<file path="src/rtl/rxq_pkg.sv">
package rxq_pkg;
  // Bits per serial character for a given line setting
  function automatic logic [3:0] frame_bits(input logic [3:0] lc);
    logic [3:0] n;
    n = 4'd1 + ({2'b00, lc[1:0]} + 4'd5) + {3'b000, lc[3]} + (lc[2] ? 4'd2 : 4'd1);
    return n;
  endfunction

  // Trigger level in bytes for control bits 7:6
  function automatic logic [4:0] trig_level(input logic [1:0] code);
    case (code)
      2'd0:    return 5'd1;
      2'd1:    return 5'd4;
      2'd2:    return 5'd8;
      default: return 5'd14;
    endcase
  endfunction
endpackage

</file>
<file path="src/rtl/rxq_store.sv">
module rxq_store #(
  parameter int DEPTH = 16,
  parameter int WIDTH = 8,
  localparam int AW = $clog2(DEPTH),
  localparam int CW = $clog2(DEPTH + 1)
) (
  input  logic             clk,
  input  logic             rst_n,
  input  logic             clr,
  input  logic             wr_en,
  input  logic [WIDTH-1:0] wr_data,
  input  logic             rd_en,
  output logic [WIDTH-1:0] rd_data,
  output logic [CW-1:0]    count
);
  logic [WIDTH-1:0] mem [DEPTH];
  logic [AW-1:0]    wp, rp;

  function automatic logic [AW-1:0] bump(input logic [AW-1:0] p);
    return (p == AW'(DEPTH - 1)) ? '0 : p + AW'(1);
  endfunction

  always_ff @(posedge clk) begin
    if (wr_en) mem[wp] <= wr_data;
  end

  always_ff @(posedge clk or negedge rst_n) begin
    if (!rst_n) begin
      wp <= '0; rp <= '0; count <= '0;
    end else if (clr) begin
      wp <= '0; rp <= '0; count <= '0;
    end else begin
      if (wr_en) wp <= bump(wp);
      if (rd_en) rp <= bump(rp);
      case ({wr_en, rd_en})
        2'b10:   count <= count + CW'(1);
        2'b01:   count <= count - CW'(1);
        default: count <= count;
      endcase
    end
  end

  assign rd_data = (count == '0) ? '0 : mem[rp];
endmodule

</file>
<file path="src/rtl/rxq_timeout.sv">
module rxq_timeout #(
  parameter int TW = 10
) (
  input  logic          clk,
  input  logic          rst_n,
  input  logic          restart,
  input  logic          stop,
  input  logic          tick,
  input  logic [TW-1:0] limit,
  output logic          expire
);
  logic [TW-1:0] cnt;
  logic          armed;

  assign expire = armed & tick & (cnt == limit - TW'(1));

  always_ff @(posedge clk or negedge rst_n) begin
    if (!rst_n) begin
      armed <= 1'b0; cnt <= '0;
    end else if (stop) begin
      armed <= 1'b0; cnt <= '0;
    end else if (restart) begin
      armed <= 1'b1; cnt <= '0;
    end else if (expire) begin
      armed <= 1'b0;
    end else if (armed && tick) begin
      cnt <= cnt + TW'(1);
    end
  end
endmodule

</file>
<file path="src/rtl/uart_rx_queue.sv">
module uart_rx_queue
  import rxq_pkg::*;
#(
  parameter int DEPTH         = 16,
  parameter int WIDTH         = 8,
  parameter int TICKS_PER_BIT = 16,
  parameter int TMO_CHARS     = 4,
  localparam int CW        = $clog2(DEPTH + 1),
  localparam int TICK_MULT = TICKS_PER_BIT * TMO_CHARS,
  localparam int TW        = $clog2(12 * TICK_MULT + 1)
) (
  input  logic             clk,
  input  logic             rst_n,
  input  logic             cfg_we,
  input  logic [7:0]       cfg_wdata,
  input  logic [3:0]       line_cfg,
  input  logic             baud_tick,
  input  logic             push,
  input  logic [WIDTH-1:0] push_data,
  input  logic             push_brk,
  input  logic             pop,
  output logic [WIDTH-1:0] pop_data,
  input  logic             lsr_rd,
  output logic [CW-1:0]    fill,
  output logic             trig_hit,
  output logic             tmo_pend,
  output logic             data_rdy,
  output logic             brk_flag,
  output logic             ovr_flag,
  output logic [7:0]       fcr_q,
  output logic             tx_clr
);
  // Named internal events
  logic          fifo_en, en_toggle, rx_clr, push_ok, pop_ok, leaves_empty;
  logic          tmo_restart, tmo_stop, tmo_expire;
  logic [CW-1:0] cap;
  logic [TW-1:0] tmo_limit;

  assign fifo_en      = fcr_q[0];
  assign en_toggle    = cfg_we & (cfg_wdata[0] ^ fcr_q[0]);
  assign rx_clr       = cfg_we & (cfg_wdata[1] | en_toggle);
  assign tx_clr       = cfg_we & (cfg_wdata[2] | en_toggle);
  assign cap          = fifo_en ? CW'(DEPTH) : CW'(1);
  assign push_ok      = push & ~rx_clr & (fill < cap);
  assign pop_ok       = pop & ~rx_clr & (fill != '0);
  assign leaves_empty = pop_ok & ~push_ok & (fill == CW'(1));

  assign tmo_limit   = TW'(32'(frame_bits(line_cfg)) * TICK_MULT);
  assign tmo_restart = fifo_en & (push_ok | (pop_ok & (fill > CW'(1))));
  assign tmo_stop    = rx_clr | leaves_empty | ~fifo_en;

  assign trig_hit = fifo_en ? (fill >= CW'(trig_level(fcr_q[7:6]))) : data_rdy;

  rxq_store #(.DEPTH(DEPTH), .WIDTH(WIDTH)) u_store (
    .clk     (clk),
    .rst_n   (rst_n),
    .clr     (rx_clr),
    .wr_en   (push_ok),
    .wr_data (push_brk ? '0 : push_data),
    .rd_en   (pop_ok),
    .rd_data (pop_data),
    .count   (fill)
  );

  rxq_timeout #(.TW(TW)) u_tmo (
    .clk     (clk),
    .rst_n   (rst_n),
    .restart (tmo_restart),
    .stop    (tmo_stop),
    .tick    (baud_tick),
    .limit   (tmo_limit),
    .expire  (tmo_expire)
  );

  always_ff @(posedge clk or negedge rst_n) begin
    if (!rst_n) begin
      fcr_q    <= 8'h00;
      data_rdy <= 1'b0;
      brk_flag <= 1'b0;
      ovr_flag <= 1'b0;
      tmo_pend <= 1'b0;
    end else begin
      if (cfg_we) fcr_q <= cfg_wdata & 8'hC9;

      if (rx_clr)            data_rdy <= 1'b0;
      else if (push_ok)      data_rdy <= 1'b1;
      else if (leaves_empty) data_rdy <= 1'b0;

      if (rx_clr)                   brk_flag <= 1'b0;
      else if (push_ok && push_brk) brk_flag <= 1'b1;
      else if (leaves_empty)        brk_flag <= 1'b0;

      if (push && !rx_clr && !push_ok) ovr_flag <= 1'b1;
      else if (lsr_rd)                 ovr_flag <= 1'b0;

      if (rx_clr || pop)                   tmo_pend <= 1'b0;
      else if (tmo_expire && fill != '0)   tmo_pend <= 1'b1;
    end
  end
endmodule

</file>
<file path="config.mk">
export PLATFORM = sky130hd
export DESIGN_NAME = uart_rx_queue
export DESIGN_NICKNAME = d
export VERILOG_FILES = /design/src/rtl/rxq_pkg.sv /design/src/rtl/rxq_store.sv /design/src/rtl/rxq_timeout.sv /design/src/rtl/uart_rx_queue.sv
export SDC_FILE = /design/constraint.sdc
export NUM_CORES = 1
export LEC_CHECK = 0
export BUFFER_PORTS_ARGS = -buffer_cell sky130_fd_sc_hd__buf_2
export CORE_AREA = 2 2 147 149
export DETAILED_ROUTE_END_ITERATION = 8
export DIE_AREA = 0 0 149 151
export PLACE_DENSITY = 0.58
export SLEW_MARGIN = 25
export SYNTH_ARGS = -nofsm -noshare
export SYNTH_HDL_FRONTEND = slang
export SYNTH_SLANG_ARGS = --single-unit
</file>
<file path="constraint.sdc">
create_clock -name clk -period 9.2 [get_ports clk]
set_input_delay 1.38 -clock clk [delete_from_list [all_inputs] [get_ports clk]]
set_output_delay 1.38 -clock clk [all_outputs]
set_load 0.05 [all_outputs]
</file>
Word level (Yosys, flattened, before mapping)
Memories as Yosys holds them, arrays and structs flattened.
Index checks and enable logic that the tools add are counted.
Word-level totals
  bits in registers: 32
  latch bits: 0
  memory bits (writable): 128
  memory bits (read-only): 0
  input port bits: 28
  output and inout bits: 27
  memories: 1
Memory list
  u_store.mem: words 16, width 8, rd ports 1, clocked after Yosys merged registers in 0, write ports 1, line rxq_store.sv:16  | logic [WIDTH-1:0] mem [DEPTH];
Cells by class
  add/sub/neg operators: 10
  multipliers: 0
  divide/modulo/power cells: 0
  magnitude comparators: 3
  equality and inequality tests: 9
  shifts and indexed selects: 0
  muxes and demuxes: 32
  bitwise operators: 22
  reduce and logical (&&, ||, !) cells: 21
Operators with widths (number)
  two-way mux 10 bit: 4
  two-way mux 4 bit: 6
  two-way mux 8 bit: 2
  two-way mux 1 bit: 15
  nonzero test 3 bit: 5
  AND 1 bit: 13
  case mux 4 bit (3 select lines): 1
  adder 10 x 1 -> 10 bit, second input constant: 1
  equality test 10 bit: 1
  two-way mux 5 bit: 2
  case mux 5 bit (2 select lines): 1
  subtractor 10 x 1 -> 10 bit, second input constant: 1
  adder 4 x 1 -> 4 bit, second input constant: 2
  equality test 4 bit, second input constant: 2
  nonzero test 2 bit: 4
  adder 5 x 1 -> 5 bit, second input constant: 1
  equality test 5 x 1 -> 1 bit, second input constant: 1
  >= comparator 5 bit: 1
  > comparator 5 x 1 -> 1 bit, second input constant: 1
  logical AND 1 bit: 5
  logical NOT 5 bit: 1
  < comparator 5 bit: 1
  bitwise OR 1 bit: 5
  nonzero test 5 bit: 1
  other kinds (15): 20

Logic depth before layout (Yosys ltp)
Gate-level depths: netlist of run 1.
  depth after elaboration: 14
  mapped depth: 11

Hierarchy
Synthesis of run 1 repeated with hierarchy kept, for this count alone.
Unflattened totals
  cells, all modules: 512
  area, all modules: 7573.5 µm²
Modules (own cells, without submodules)
  rxq_store: times used 1, cells each 312, area an instance 5858.1 µm², sequential area each 4169.0 µm²
  rxq_timeout: times used 1, cells each 119, area an instance 1006.0 µm², sequential area each 275.3 µm²
  uart_rx_queue: times used 1, cells each 81, area an instance 709.4 µm², sequential area each 200.2 µm²

Worst setup path after synthesis of run 1
Ideal clock, no wire load.
  path type: reg2out
  from: register u_store.count[0]
  to: output trig_hit
  arrival time: 2383 ps
  required time: 7820 ps
  path slack: 5437 ps
  stages on the path, launching flop included: 8
  cells stage by stage: dfrtp_1 -> inv_1 -> ha_1 -> nand2b_1 -> a21oi_1 -> nor2b_1 -> o21ai_0 -> a31oi_1
On the way
  cells in the longest elaborated chain, start to end: 2
Ends and longest elaborated chain
  start, declared: line rxq_store.sv:14  | output logic [CW-1:0] count
  start signal, assigned: line rxq_store.sv:36  | 2'b10: count <= count + CW'(1);
  start signal, assigned: line rxq_store.sv:37  | 2'b01: count <= count - CW'(1);
  start signal, assigned: line rxq_store.sv:38  | default: count <= count;
  >= comparator 5 bit: line uart_rx_queue.sv:52  | assign trig_hit = fifo_en ? (fill >= CW'(trig_level(fcr_q[7:6]))) : data_rdy;
  two-way mux 1 bit: line uart_rx_queue.sv:52
  end, declared: line uart_rx_queue.sv:25  | output logic trig_hit,
Every way passes these cells.

Worst setup path in the final report of run 1
  from: register u_store.rp[0]
  to: output pop_data[6]
On the way
  cells in the longest elaborated chain, start to end: 2
Ends and longest elaborated chain
  start, declared: line rxq_store.sv:17  | logic [AW-1:0] wp, rp;
  start signal, assigned: line rxq_store.sv:34  | if (rd_en) rp <= bump(rp);
  memory (16 x 8 bit)
  two-way mux 8 bit: line rxq_store.sv:43  | assign rd_data = (count == '0) ? '0 : mem[rp];
  end, declared: line uart_rx_queue.sv:22  | output logic [WIDTH-1:0] pop_data,
Every way passes these cells.

==> flow_summary.ini, run 1 <==
[synth]
ys_types = 49
netlist_area_um2 = 7200
async_reset_ff_frac = 0.200
synth_top_area_cell = edfxtp_1
yosys_warnings = 0
syn-instance-count = 464
ys.flop_type = edfxtp_1
syn_avg_cell_area_um2 = 15.5
synth.area.top_cells = edfxtp_1, mux4_2, dfrtp_1
synth_top_area_share = 0.534
yosysMostFrequentCell = edfxtp_1
ys_seq_area_frac = 0.645
synth_common_cells = edfxtp_1, mux4_2, dfrtp_1
synth-edff-count = 128
ys_ff_latch = 160

[route]
drt_iter0_drc = 387
wl_per_cell_um = 19.0
drc_errors = 0
postRouteAntennaNets = 0
routed_wirelength_mm = 15.2
drt_pass1_iterations = 4
num_vias = 4122
via_per_inst = 5.15

[power]
leakage_nw = 2.92
ir_worst_vdd_mv = 0.201
powerDensity_nw_per_um2 = 278

[die]
start_util = 0.346
ios = 55
die_y_um = 151
dieArea_um2 = 22500
std_cell_rows = 53
die_x_um = 149
core-area_um2 = 20800

[sta]
max_freq_ghz = 0.235
skew_ns = 0.0104
layout_min_cycle_time_ns = 4.25
rsz0062_at_grt = false
hold_viol_final = 0
slew_headroom = 0.313
setup-tns-final_ns = 0
finalSetupViolCount = 0
finalMaxSlewViolations = 0
fin_crit_sh = 0.462
tightestPinTransition_ns = 1.03
timing.hold.ws_ns = 0.507

[cells_and_area]
stdcell_area_um2 = 8300
drive_above_1_share = 0.253
layout.nets = 562
syn2layout_area_growth_pct = 15.2
diodes = 0
postLayoutCoreUtil = 0.399

[grt]
antenna_found_initial = 0
grt_pass1_vias = 4117
grt_pass1_wl_mm = 23.3
grt_usage = 0.142
grt_max_degree = 38
grt.overflow.total = 0

[clock_tree]
post_cts_resized = 0
path_clk_slew_ns = 0.06
cts_setup_buffers = 0
hold_buffers = 0
clock_sinks = 160
ctsLongestPathBuffers = 2
tritoncts = done
cts_buffers = 17
htree_levels = 4
clkLatencyLatePin_ns = 0.42
cts_root_buf = clkbuf_16

[placed_design]
port_buffers = 48
hpwl_mm = 9.61
gp_congestion = 0.785
postPlaceCellArea_um2 = 7720

[critical_path]
criticalPathCategory = reg -> out
critPathCaptureType = output port
crit_path_start_kind = flip-flop
worstPathArrival_ns = 2.87
required_ns = 7.82
crit_fanout = 37

[hold_path]
hold_class = reg -> reg

[status]
status = completed

[job]
maxCapViolCount = 0
[final cells by class]
cell class                      count  area, um^2
Clock buffer                       19         433
Timing Repair Buffer               53         278
Multi-Input combinational cell    266        2400
Fill cell                        1928       12500
Tap cell                          275         344
Inverter                           16        60.1
Clock inverter                     12         135
Sequential cell                   160        4650
[sequential cells by signal, indices dropped and copies added, names as in the netlist]
signal         cells
u_store.rp         4
u_store.mem      128
tmo_pend           1
u_store.count      5
brk_flag           1
u_tmo.armed        1
u_store.wp         4
data_rdy           1
u_tmo.cnt         10
ovr_flag           1
fcr_q              4
[layout by cell type, fill, tap and decap left out, types with 8 or more instances in the layout]
cell type	count
a21oi_1	14
and2_1	16
buf_2	48
clkbuf_16	17
dfrtp_1	31
edfxtp_1	128
ha_1	19
inv_1	16
mux4_2	40
nand2_1	27
nand3_1	8
nor2_1	23
nor3_1	9
o21ai_0	20
or3_1	9
[final timing paths]
path                               startpoint            endpoint  slack (ns)  cells past startpoint
worst min register to register       fcr_q[3]            fcr_q[3]        0.51                      1
max in group asynchronous               rst_n       u_store.rp[0]        7.66                      1
worst min-delay path                 fcr_q[3]            fcr_q[3]        0.51                      1
worst max-delay path            u_store.rp[0]         pop_data[6]        4.95                      5
worst max register to register       fcr_q[0]  u_store.mem[12][0]        5.83                      7
min in group asynchronous               rst_n            ovr_flag        1.02                      1
[worst max-delay path, stage by stage (launching register included)]
cell and delay [ns]:
dfrtp_2 0.34, buf_4 0.54, mux4_2 0.59, mux4_2 0.50, and2_1 0.22, buf_2 0.22
[report_power, final]
group,switching (W),internal (W)
Combinational,0.000463,0.000279
Sequential,0.0000462,0.000828
Clock,0.000289,0.000400
[cell families (layout without fill, tap and decap cells)]
logic type	after synthesis	count (layout)	share of synthesized area
DFF	160	160	0.645
and+or+nand+nor	126	126	0.0945
AOI/OAI and AO/OA	57	57	0.0481
muxes	45	45	0.132
buffers and inverters	41	100	0.0269
adders and majority gates	20	20	0.0358
xor gates and xnor gates	14	14	0.0170
other	1	4	0.000521
[per-stage QoR]
step / power, W / std cells / worst slack, ns
global placement: 0.00163 / 770 / 5.22
global route: 0.00242 / 801 / 4.80
finish: 0.00230 / 801 / 4.95
detailed placement: 0.00164 / 770 / 5.15
floorplan: 0.00147 / 467 / 5.44
CTS: 0.00233 / 801 / 4.89
[per-layer routing]
metal / wire [um] / up-vias / GRT usage
met4: 145 / 0 / 0.0495
met5: 0 / - / 0
met3: 1110 / 11 / 0.0367
li1: - / 1879 / -
met1: 6570 / 2095 / 0.190
met2: 7390 / 137 / 0.226
No activity file was read; power rests on OpenSTA's default activity.
==> run 2, diff against run 1 <==
Clock period 9.2 ns to 4.2 ns, I/O delays scaled along.
==> run 2 against run 1 <==
Cell area rose by 1.2%. Die area unchanged. Clock skew is 0.0014 ns higher. First-iteration DRC count decreased by 5.4%. Global-route usage about the same. Utilization rose by 0.48 points. Largest power group unchanged. Highest routed layer unchanged.
==> flow_summary.ini, run 2 (same netlist as run 1, synthesis figures left out) <==
[sta]
timing.hold.ws_ns = 0.268
slew_headroom = 0.369
hold_viol_final = 0
max_freq_ghz = 0.279
rsz0062_at_grt = false
skew_ns = 0.0118
fin_crit_sh = 0.853
setup-tns-final_ns = 0
tightestPinTransition_ns = 0.945
finalMaxSlewViolations = 0
layout_min_cycle_time_ns = 3.58
setup_ws_ns = 0.619
finalSetupViolCount = 0

[placed_design]
gp_congestion = 0.810
port_buffers = 48
hpwl_mm = 10.1
postPlaceCellArea_um2 = 7820
place_ws_ns = 0.989

[grt]
grt.overflow.total = 0
grt_usage = 0.142
grt_pass1_wl_mm = 23.4
antenna_found_initial = 0
grt_pass1_vias = 4253
grt_max_degree = 37

[hold_path]
hold_class = in -> async

[route]
drt_pass1_iterations = 5
drt_iter0_drc = 366
num_vias = 4190
routed_wirelength_mm = 15.2
via_per_inst = 5.14
wl_per_cell_um = 18.6
drc_errors = 0
postRouteAntennaNets = 0

[cells_and_area]
diodes = 0
syn2layout_area_growth_pct = 16.6
fillers = 1947
postLayoutCoreUtil = 0.403
final_common_cell = edfxtp_1
top_regs = u_store.mem (128), u_tmo.cnt (10), u_store.count (5)
stdcell_area_um2 = 8400
largest_reg_flops = 128
layout.nets = 577
layout_common_cells = edfxtp_1, buf_2, mux4_2, dfrtp_1, nand2_1
drive_above_1_share = 0.272
top_register = u_store.mem

[clock_tree]
htree_levels = 4
tritoncts = done
cts_buffers = 17
ctsLongestPathBuffers = 2
post_cts_resized = 0
hold_buffers = 0
cts_root_buf = clkbuf_16
clock_sinks = 160
clkLatencyLatePin_ns = 0.42
cts_setup_buffers = 0
path_clk_slew_ns = 0.06

[power]
powerDensity_nw_per_um2 = 602
ir_worst_vdd_mv = 0.424
leakage_nw = 2.99

[critical_path]
r2r_cells = 6
crit_start = u_store.rp[0]
crit_path_start_kind = flip-flop
r2r_setup_slack_ns = 1.42
worstPathArrival_ns = 2.95
critPathCaptureType = output port
criticalPathCategory = reg -> out
crit_fanout = 19
worstReg2RegStart = u_store.count[4]
required_ns = 3.57
reg2reg_to = u_store.mem[7][7]

[die]
start_util = 0.346
core-area_um2 = 20800
std_cell_rows = 53
die_x_um = 149
die_y_um = 151
ios = 55
dieArea_um2 = 22500

[status]
status = completed

[job]
maxCapViolCount = 0
[run 2: changes by cell type in the layout (fill, tap and decap cells not counted), sizes merged]
cell and change:
clkinv +2, buf +15, clkbuf -1, inv -2
[run 2: where the power goes]
group          total (W)  internal [W]  switching, W
clock            0.00149      0.000873      0.000617
sequential       0.00195       0.00181      0.000140
combinational    0.00161      0.000636      0.000978
total            0.00506       0.00332       0.00173
[run 2: how the worst max path moves through the flow]
stage | endpoint | slack (ns) | cells past startpoint
after CTS | pop_data[2] | 0.52 | 5
after global routing | pop_data[3] | 0.43 | 5
after global placement | pop_data[2] | 0.99 | 5
final | pop_data[4] | 0.62 | 5
after detailed placement | pop_data[2] | 0.99 | 5
after floorplan | u_store.mem[3][0] | 0.95 | 8
[run 2: layout make-up]
| cell class | instances | area [um^2] | area share |
|---|---|---|---|
| clock buffers | 18 | 429 | 0.0511 |
| repair buffers | 68 | 390 | 0.0465 |
| inverters | 16 | 60.1 | 0.00715 |
| flip-flops and latches | 160 | 4650 | 0.553 |
| clock inverters | 12 | 139 | 0.0165 |
| well taps | 275 | 344 | 0.0410 |
| multi-input cells | 266 | 2390 | 0.285 |
[run 2: per-stage QoR]
stage / total power, W / instances
after floorplan: 0.00322 / 467
after global placement: 0.00359 / 785
after detailed placement: 0.00362 / 785
after CTS: 0.00512 / 815
after global routing: 0.00531 / 815
final: 0.00506 / 815
[run 2: worst max-delay path, stage by stage, from the launching register on]
cell and delay (ns):
dfrtp_2 0.79, buf_4 0.33, mux4_2 0.53, mux4_2 0.47
and2_1 0.19, buf_2 0.21
[run 2: metal layers]
layer  wire length [um]  up-vias  GRT usage
met1               6870     2141      0.181
met5                  0        -          0
li1                   -     1908          -
met2               7400      122      0.236
met4                213        0     0.0533
met3                705       19     0.0361
==> run 3, diff against run 2 <==
Settings changed: CORE_AREA 2 2 147 149 to 2 2 130 132, DIE_AREA 0 0 149 151 to 0 0 132 134, PLACE_DENSITY 0.58 to 0.69.
==> run 3 against run 2 <==
Setup slack better by 0.18 ns. Utilization grew 11 points. Hold slack lost 0.0024 ns. Combinational power is 2% higher. Die area fell by 21%. Flip-flop and latch count unchanged. Clock power is 7% higher. Clock skew is 0.0028 ns lower. Via count fell by 1.2%. Critical path depth unchanged. Power grew 2.5%. Highest routed layer unchanged.
==> flow_summary.ini, run 3 (same netlist as run 1, synthesis figures left out) <==
[critical_path]
crit_fanout = 29
worstPathArrival_ns = 2.78
r2r_setup_slack_ns = 1.33
criticalPathCategory = reg -> out
crit_path_start_kind = flip-flop
required_ns = 3.57
critPathCaptureType = output port

[route]
num_vias = 4139
wl_per_cell_um = 19.4
drt_pass1_iterations = 5
drt_iter0_drc = 332
postRouteAntennaNets = 0
routed_wirelength_mm = 14.7
via_per_inst = 5.48
drc_errors = 0

[sta]
layout_min_cycle_time_ns = 3.41
slew_headroom = 0.445
tightestPinTransition_ns = 0.826
rsz0062_at_grt = false
finalMaxSlewViolations = 0
max_freq_ghz = 0.294
hold_viol_final = 0
skew_ns = 0.00901
setup-tns-final_ns = 0
fin_crit_sh = 0.811
finalSetupViolCount = 0

[cells_and_area]
postLayoutCoreUtil = 0.512
layout.nets = 570
diodes = 0
top_register = u_store.mem
final_common_cell = edfxtp_1
largest_reg_flops = 128
layout_common_cells = edfxtp_1, buf_2, mux4_2, dfrtp_1, nand2_1
top_regs = u_store.mem (128), u_tmo.cnt (10), u_store.count (5)
drive_above_1_share = 0.275
syn2layout_area_growth_pct = 15.8

[clock_tree]
cts_buffers = 17
post_cts_resized = 0
tritoncts = done
ctsLongestPathBuffers = 2
htree_levels = 4
clkLatencyLatePin_ns = 0.43
cts_root_buf = clkbuf_16
path_clk_slew_ns = 0.07
hold_buffers = 0
clock_sinks = 160
cts_setup_buffers = 0

[grt]
grt_pass1_wl_mm = 23.3
grt.overflow.total = 0
grt_usage = 0.177
grt_max_degree = 33
grt_pass1_vias = 4173
antenna_found_initial = 0

[die]
std_cell_rows = 47
core-area_um2 = 16300
die_y_um = 134
start_util = 0.442
ios = 55
dieArea_um2 = 17700
die_x_um = 132

[power]
leakage_nw = 2.99
powerDensity_nw_per_um2 = 621
ir_worst_vdd_mv = 0.296

[status]
status = completed

[hold_path]
hold_class = in -> async

[job]
maxCapViolCount = 0

[placed_design]
port_buffers = 48
hpwl_mm = 9.53
gp_congestion = 0.809
[run 3: critical path, cell delays in order (launching register included)]
cell     delay, ns
dfrtp_1       0.58
buf_4         0.46
mux4_2        0.42
mux4_2        0.48
and2_1        0.20
buf_2         0.21
[run 3: metrics by stage]
stage / setup WS [ns] / power [W] / instances / instance area [um^2] / hold slack [ns]
detailed placement: 0.991 / 0.00362 / 723 / 7710 / 0.493
finish: 0.795 / 0.00518 / 755 / 8340 / 0.265
global route: 0.672 / 0.00541 / 755 / 8340 / 0.327
global placement: 1.11 / 0.00359 / 723 / 7710 / 0.477
CTS: 0.749 / 0.00522 / 755 / 8320 / 0.273
floorplan: 0.947 / 0.00322 / 467 / 7210 / 0.334
[run 3: cell type report]
class | count | area [um^2]
fillers | 1327 | 7950
well taps | 220 | 275
flip-flops and latches | 160 | 4650
clock buffers | 18 | 429
multi-input cells | 266 | 2400
clock inverters | 14 | 188
repair buffers | 61 | 350
inverters | 16 | 60.1
[run 3: metal layers]
layer | global-route usage | vias up | wire length [um]
met5 | 0 | - | 0
met4 | 0.0676 | 0 | 267
met3 | 0.0559 | 20 | 1050
met2 | 0.272 | 130 | 6950
met1 | 0.239 | 2097 | 6400
li1 | - | 1892 | -
[run 3: final timing paths]
| check | end | depth (start not counted) | start |
|---|---|---|---|
| worst max-delay path | pop_data[2] | 5 | u_store.rp[1] |
| worst min-delay path | u_tmo.cnt[2] | 1 | rst_n |
| worst max register to register | u_store.mem[10][1] | 7 | u_store.count[4] |
| worst min register to register | fcr_q[3] | 1 | fcr_q[3] |
| max in group asynchronous | u_store.rp[0] | 1 | rst_n |
| min in group clk | ovr_flag | 2 | lsr_rd |
[run 3: power breakdown]
part	switching [W]	internal, W	total [W]
Combinational	0.00101	0.000636	0.00165
Sequential	0.000131	0.00181	0.00194
Clock	0.000685	0.000909	0.00159
